`config.mk`:
```
export PLATFORM = sky130hd
export DESIGN_NAME = uart_flowctl_tx
export DESIGN_NICKNAME = d
export VERILOG_FILES = /design/src/rtl/uart_flowctl_tx.sv
export SDC_FILE = /design/constraint.sdc
export NUM_CORES = 1
export LEC_CHECK = 0
export BUFFER_PORTS_ARGS = -buffer_cell sky130_fd_sc_hd__buf_2
export CORE_MARGIN = 1
export CORE_UTILIZATION = 40
export CTS_BUF_LIST = sky130_fd_sc_hd__clkbuf_8
export DETAILED_ROUTE_END_ITERATION = 8
export GPL_ROUTABILITY_DRIVEN = 0
export GPL_TIMING_DRIVEN = 0
export PLACE_DENSITY_LB_ADDON = 0.25
export SYNTH_ARGS = -nofsm -noshare
export SYNTH_HDL_FRONTEND = slang
export SYNTH_SLANG_ARGS = --single-unit
```
`constraint.sdc`:
```
create_clock -name clk -period 1.65 [get_ports clk]
set_input_delay 0 -clock clk [delete_from_list [all_inputs] [get_ports clk]]
set_output_delay 0 -clock clk [all_outputs]
set_load 0.05 [all_outputs]
```
`src/rtl/uart_flowctl_tx.sv`:
```
module uart_flowctl_tx #(
  parameter int DATA_BITS     = 8,
  parameter int TICKS_PER_BIT = 16
) (
  input  logic                 clk,
  input  logic                 rst_n,
  input  logic                 baud_tick,
  input  logic                 in_valid,
  input  logic [DATA_BITS-1:0] in_data,
  output logic                 in_ready,
  input  logic                 cmd_stb,
  input  logic [4:0]           cmd_code,
  input  logic                 rx_req_xon,
  input  logic                 rx_req_xoff,
  input  logic [DATA_BITS-1:0] xon_char,
  input  logic [DATA_BITS-1:0] xoff_char,
  output logic                 txd,
  output logic [2:0]           status
);
  localparam int FRAME_BITS = DATA_BITS + 2;
  localparam int TW = $clog2(TICKS_PER_BIT);
  localparam int BW = $clog2(FRAME_BITS);
  localparam logic [TW-1:0] TICK_LAST = TW'(TICKS_PER_BIT - 1);
  localparam logic [BW-1:0] BIT_LAST  = BW'(FRAME_BITS - 1);

  localparam logic [4:0] C_RESET  = 5'h03;
  localparam logic [4:0] C_BRK_ON = 5'h06;
  localparam logic [4:0] C_BRK_NO = 5'h07;
  localparam logic [4:0] C_XON    = 5'h10;
  localparam logic [4:0] C_XOFF   = 5'h11;
  localparam logic [4:0] C_RESUME = 5'h16;
  localparam logic [4:0] C_PAUSE  = 5'h17;
  localparam logic [4:0] C_CANCEL = 5'h18;

  logic                  busy, paused, brk, pend, pend_xoff;
  logic [FRAME_BITS-1:0] frame;
  logic [TW-1:0]         tcnt;
  logic [BW-1:0]         bidx;

  logic do_rst, do_pause, do_resume, do_brk_on, do_brk_off;
  logic do_xon, do_xoff, do_cancel;
  assign do_rst     = cmd_stb && cmd_code == C_RESET;
  assign do_pause   = cmd_stb && cmd_code == C_PAUSE;
  assign do_resume  = cmd_stb && cmd_code == C_RESUME;
  assign do_brk_on  = cmd_stb && cmd_code == C_BRK_ON;
  assign do_brk_off = cmd_stb && cmd_code == C_BRK_NO;
  assign do_xon     = cmd_stb && cmd_code == C_XON;
  assign do_xoff    = cmd_stb && cmd_code == C_XOFF;
  assign do_cancel  = cmd_stb && cmd_code == C_CANCEL;

  logic can_load, load_fc, load_data, bit_end;
  logic [DATA_BITS-1:0] load_byte;
  assign can_load  = !busy && !brk;
  assign load_fc   = can_load && pend;
  assign in_ready  = can_load && !pend && !paused;
  assign load_data = in_ready && in_valid;
  assign load_byte = load_fc ? (pend_xoff ? xoff_char : xon_char) : in_data;
  assign bit_end   = busy && baud_tick && tcnt == TICK_LAST;

  assign txd    = busy ? frame[bidx] : !brk;
  assign status = {!busy, pend, paused};

  always_ff @(posedge clk or negedge rst_n) begin
    if (!rst_n) begin
      busy <= 1'b0; paused <= 1'b0; brk <= 1'b0; pend <= 1'b0; pend_xoff <= 1'b0;
      frame <= '1; tcnt <= '0; bidx <= '0;
    end else if (do_rst) begin
      busy <= 1'b0; paused <= 1'b0; brk <= 1'b0; pend <= 1'b0; pend_xoff <= 1'b0;
      tcnt <= '0; bidx <= '0;
    end else begin
      if (load_fc || load_data) begin
        busy  <= 1'b1;
        frame <= {1'b1, load_byte, 1'b0};
        tcnt  <= '0;
        bidx  <= '0;
      end else if (busy && baud_tick) begin
        if (tcnt == TICK_LAST) begin
          tcnt <= '0;
          if (bidx == BIT_LAST) busy <= 1'b0;
          else                  bidx <= bidx + 1'b1;
        end else begin
          tcnt <= tcnt + 1'b1;
        end
      end

      if (do_pause)       paused <= 1'b1;
      else if (do_resume) paused <= 1'b0;

      if (do_brk_on)       brk <= 1'b1;
      else if (do_brk_off) brk <= 1'b0;

      if (rx_req_xoff)              begin pend <= 1'b1; pend_xoff <= 1'b1; end
      else if (rx_req_xon)          begin pend <= 1'b1; pend_xoff <= 1'b0; end
      else if (do_xoff)             begin pend <= 1'b1; pend_xoff <= 1'b1; end
      else if (do_xon)              begin pend <= 1'b1; pend_xoff <= 1'b0; end
      else if (do_cancel || load_fc) pend <= 1'b0;
    end
  end

  AST_START_LOW: assert property (@(posedge clk) disable iff (!rst_n)
    (load_fc || load_data) && !do_rst |=> !txd);

  AST_ACCEPT_FILLS: assert property (@(posedge clk) disable iff (!rst_n)
    in_valid && in_ready && !do_rst |=> !status[2]);

  AST_FC_LOADS: assert property (@(posedge clk) disable iff (!rst_n)
    pend && !busy && !brk && !do_rst |=> !status[2] && !in_ready);

  AST_PAUSE_FINISHES: assert property (@(posedge clk) disable iff (!rst_n)
    busy && do_pause && !(bit_end && bidx == BIT_LAST) |=> busy);

  AST_CANCEL_EMPTIES: assert property (@(posedge clk) disable iff (!rst_n)
    do_cancel && !rx_req_xon && !rx_req_xoff |=> !status[1]);

  AST_RESET_IDLE: assert property (@(posedge clk) disable iff (!rst_n)
    do_rst |=> txd && status == 3'b100);

  AST_BREAK_HOLDS: assert property (@(posedge clk) disable iff (!rst_n)
    do_brk_on |=> !in_ready && (!status[2] || !txd));
endmodule

```
==> impl_metrics.ini <==
[grt]
busiest_layer = met2
grt.overflow.total = 0
grtUsageMet1 = 0.222
globalRouteMet2Util = 0.339
grt_pass1_wl_um = 5130
antenna_found_initial = 0
grt_util_all_layers = 0.189
met3_usage = 0.0490
grt_pass1_vias = 1240
grt_max_degree = 23

[sta]
fin_crit_ns = 1.60
fmaxAchievable_ghz = 0.624
hold_viol_final = 0
worst_pin_slew_ns = 0.470
slew_headroom = 0.687
finalCritPeriodShare = 0.972
setup_viol = 0
whs_ns = 0.0424
worst_clock_skew_ns = 0.00500
grt_setup_unrepaired = yes
finalMaxSlewViolations = 0
fin_tns_setup_ns = 0

[cts]
clkTransAtPathRegs_ns = 0.08
numCtsBuffers = 3
cts_htree_levels = 1
cts_tree = yes
insertion_delay_ns = 0.26
cts.path.max_buffers = 2
clock-sinks = 22
clock-root-buffer = clkbuf_8

[critical_path]
max_stage_delay_ns = 0.51
path_cells = mux4_2, mux2i_1, o31ai_2, buf_6
endpoint_kind = primary output
critPathSlowestCell = mux4_2
setup.worst_path.start_class = flip-flop
arrival_ns = 1.60
cp_max_fo = 3
cp.required_ns = 1.65
critPathKind = reg -> out

[synth]
ys_types = 41
synth_top_family_by_area = simple AND/OR/NAND/NOR gates
synth_edf_count = 0
ys.flop_type = dfrtp_1
synthSimpleGateAreaFrac = 0.231
syn_avg_cell_area_um2 = 9.54
synthArstFlopShare = 1.00
muxShareOfSynthArea = 0.106
synth-xor-area-share = 0.0257
yosysWarnings = 0
syn_inst = 143
netlist_area_um2 = 1360
synth-seq-cells = 22
yosysSeqAreaShare = 0.412
yosys.area_share.adder = 0.0275
syn_nets = 182
synth_compound_area_frac = 0.159

[power_and_ir_drop]
switching_share = 0.369
seqPwrFrac = 0.429
internal-power_mw = 1.30
power_density_nw_per_um2 = 1190
p_leak_nw = 0.804
irDropWorstVdd_v = 0.000562
pwr-share-clk = 0.186
combPwrFrac = 0.385
switchingPower_uw = 761

[floorplanning]
dieWidth_um = 60.4
dieHeight_um = 60.4
start_util = 0.433
die_area_um2 = 3650
rows = 20
core_um2 = 3150
ioPinCount = 41

[layout]
nFillCells = 291
final_layout_size_suffix_gt1_frac = 0.377
syn_to_final_growth_pct = 27.5
fin_nets = 231
multi_input_area_um2 = 767
regArea_um2 = 563
diodes = 0
fin_cells = 235

[drt]
wl_per_cell_um = 12.5
viasPerCell = 5.26
post-route-drc-count = 0
routed_wl_um = 2950
dr.pass1.iters = 4
vias = 1237
drtAntennaViolNets = 0
drtIter0Drc = 48

[placement]
place_inst = 227
hpwl_um = 2290
numPortBuffers = 40

[min_path]
hold_path_class = in -> reg

[flow_run]
cap_viol_max_count = 0

[status]
run_status = finished, final reports clean
==> power by group through the flow <==
| stage | clock (mW) | combinational (mW) | sequential [mW] |
|---|---|---|---|
| 4_1_cts | 0.394 | 0.802 | 0.885 |
| 2_1_floorplan | 0 | 0.582 | 0.858 |
| 3_3_place_gp | 0 | 0.732 | 0.883 |
| 5_1_grt | 0.420 | 0.890 | 0.907 |
| 3_5_place_dp | 0 | 0.764 | 0.896 |
| 6_report | 0.384 | 0.793 | 0.885 |
==> metrics by stage <==
stage | util | power, mW | cell area (um2) | worst slack, ns
final | 0.552 | 2.06 | 1740 | 0.0468
after global routing | 0.552 | 2.22 | 1740 | -0.0294
after CTS | 0.550 | 2.08 | 1730 | 0.0148
after detailed placement | 0.517 | 1.66 | 1630 | 0.107
after global placement | 0.517 | 1.62 | 1630 | 0.142
after floorplan | - | 1.44 | 1380 | 0.0327
==> path summary, 6_finish.rpt <==
check / depth (start not counted) / slack, ns / endpoint / startpoint
setup / recovery: 4 / 0.05 / txd / bidx[0]
hold / removal: 3 / 0.04 / frame[2] / in_data[1]
setup reg to reg: 4 / 0.13 / pend_xoff / pend_xoff
hold reg to reg: 2 / 0.48 / frame[4] / frame[4]
max in group asynchronous: 2 / 1.07 / frame[1] / rst_n
min in group asynchronous: 2 / 0.23 / brk / rst_n
==> flip-flops by register name, summed over array words and instances (netlist names) <==
name / cells
frame: 9
pend: 1
paused: 1
pend_xoff: 1
busy: 1
tcnt: 4
bidx: 4
brk: 1
==> worst max-delay path, delay by kind of cell (launching register included) <==
kind / cells / cell delay (ns)
buffers and inverters: 1 / 0.16
AO/OA/AOI/OAI: 1 / 0.09
flip-flops: 1 / 0.40
multiplexers: 2 / 0.69
==> final cells by class <==
class / instances / share of cell area
tap: 44 / 0.0317
multi-input combinational: 112 / 0.441
sequential: 22 / 0.324
timing repair buffer: 44 / 0.140
inverter: 3 / 0.00647
buffer: 6 / 0.0252
clock buffer: 4 / 0.0317
==> cell families (layout without fill, tap and decap cells) <==
kind of cell,after synthesis,count (layout)
buffers and inverters,9,57
adders and majority gates,3,3
DFF,22,22
muxes,12,12
xor gates and xnor gates,4,4
AOI/OAI and AO/OA,34,34
and+or+nand+nor,59,59
==> cells in the final DEF, fill, tap and decap left out, types with 2 or more instances in the layout <==
cell and n:
mux2i_1 10, nor2_1 10, nand3b_1 3, and3_1 2, inv_1 3, xnor2_1 2, o21ai_0 18, or2_2 2
buf_6 2, dlygate4sd3_1 3, xor2_1 2, dfrtp_1 12, nand4b_1 2, buf_4 3, o31ai_1 3, clkbuf_8 4
nand3_1 2, ha_1 3, dfstp_2 9, buf_2 41, nand2_1 22, nor3_1 4, mux4_2 2, a21oi_1 6
==> timing repair <==
action,CTS,global route
hold endpoints to repair,14,0
setup buffers,1,0
gates resized for setup,4,1
setup endpoints to repair,1,1
hold buffers,3,0
==> metal layers <==
metal  vias up  part of all wire
met1       583              0.43
met4         0            0.0092
li1        610                 -
met5         -                 0
met2        42              0.51
met3         2             0.047
==> Yosys cell counts, drive strengths merged, types with 4 or more instances <==
library cell  instances  share of area
nor2                 10          0.028
o31ai                 4          0.022
nand2                23          0.065
buf                   5          0.027
dfstp                 9           0.17
mux2i                10          0.073
o21ai                18          0.066
a21oi                 6          0.022
dfrtp                13           0.24
nor3                  4          0.015
Power figures use the tool's default switching activity.
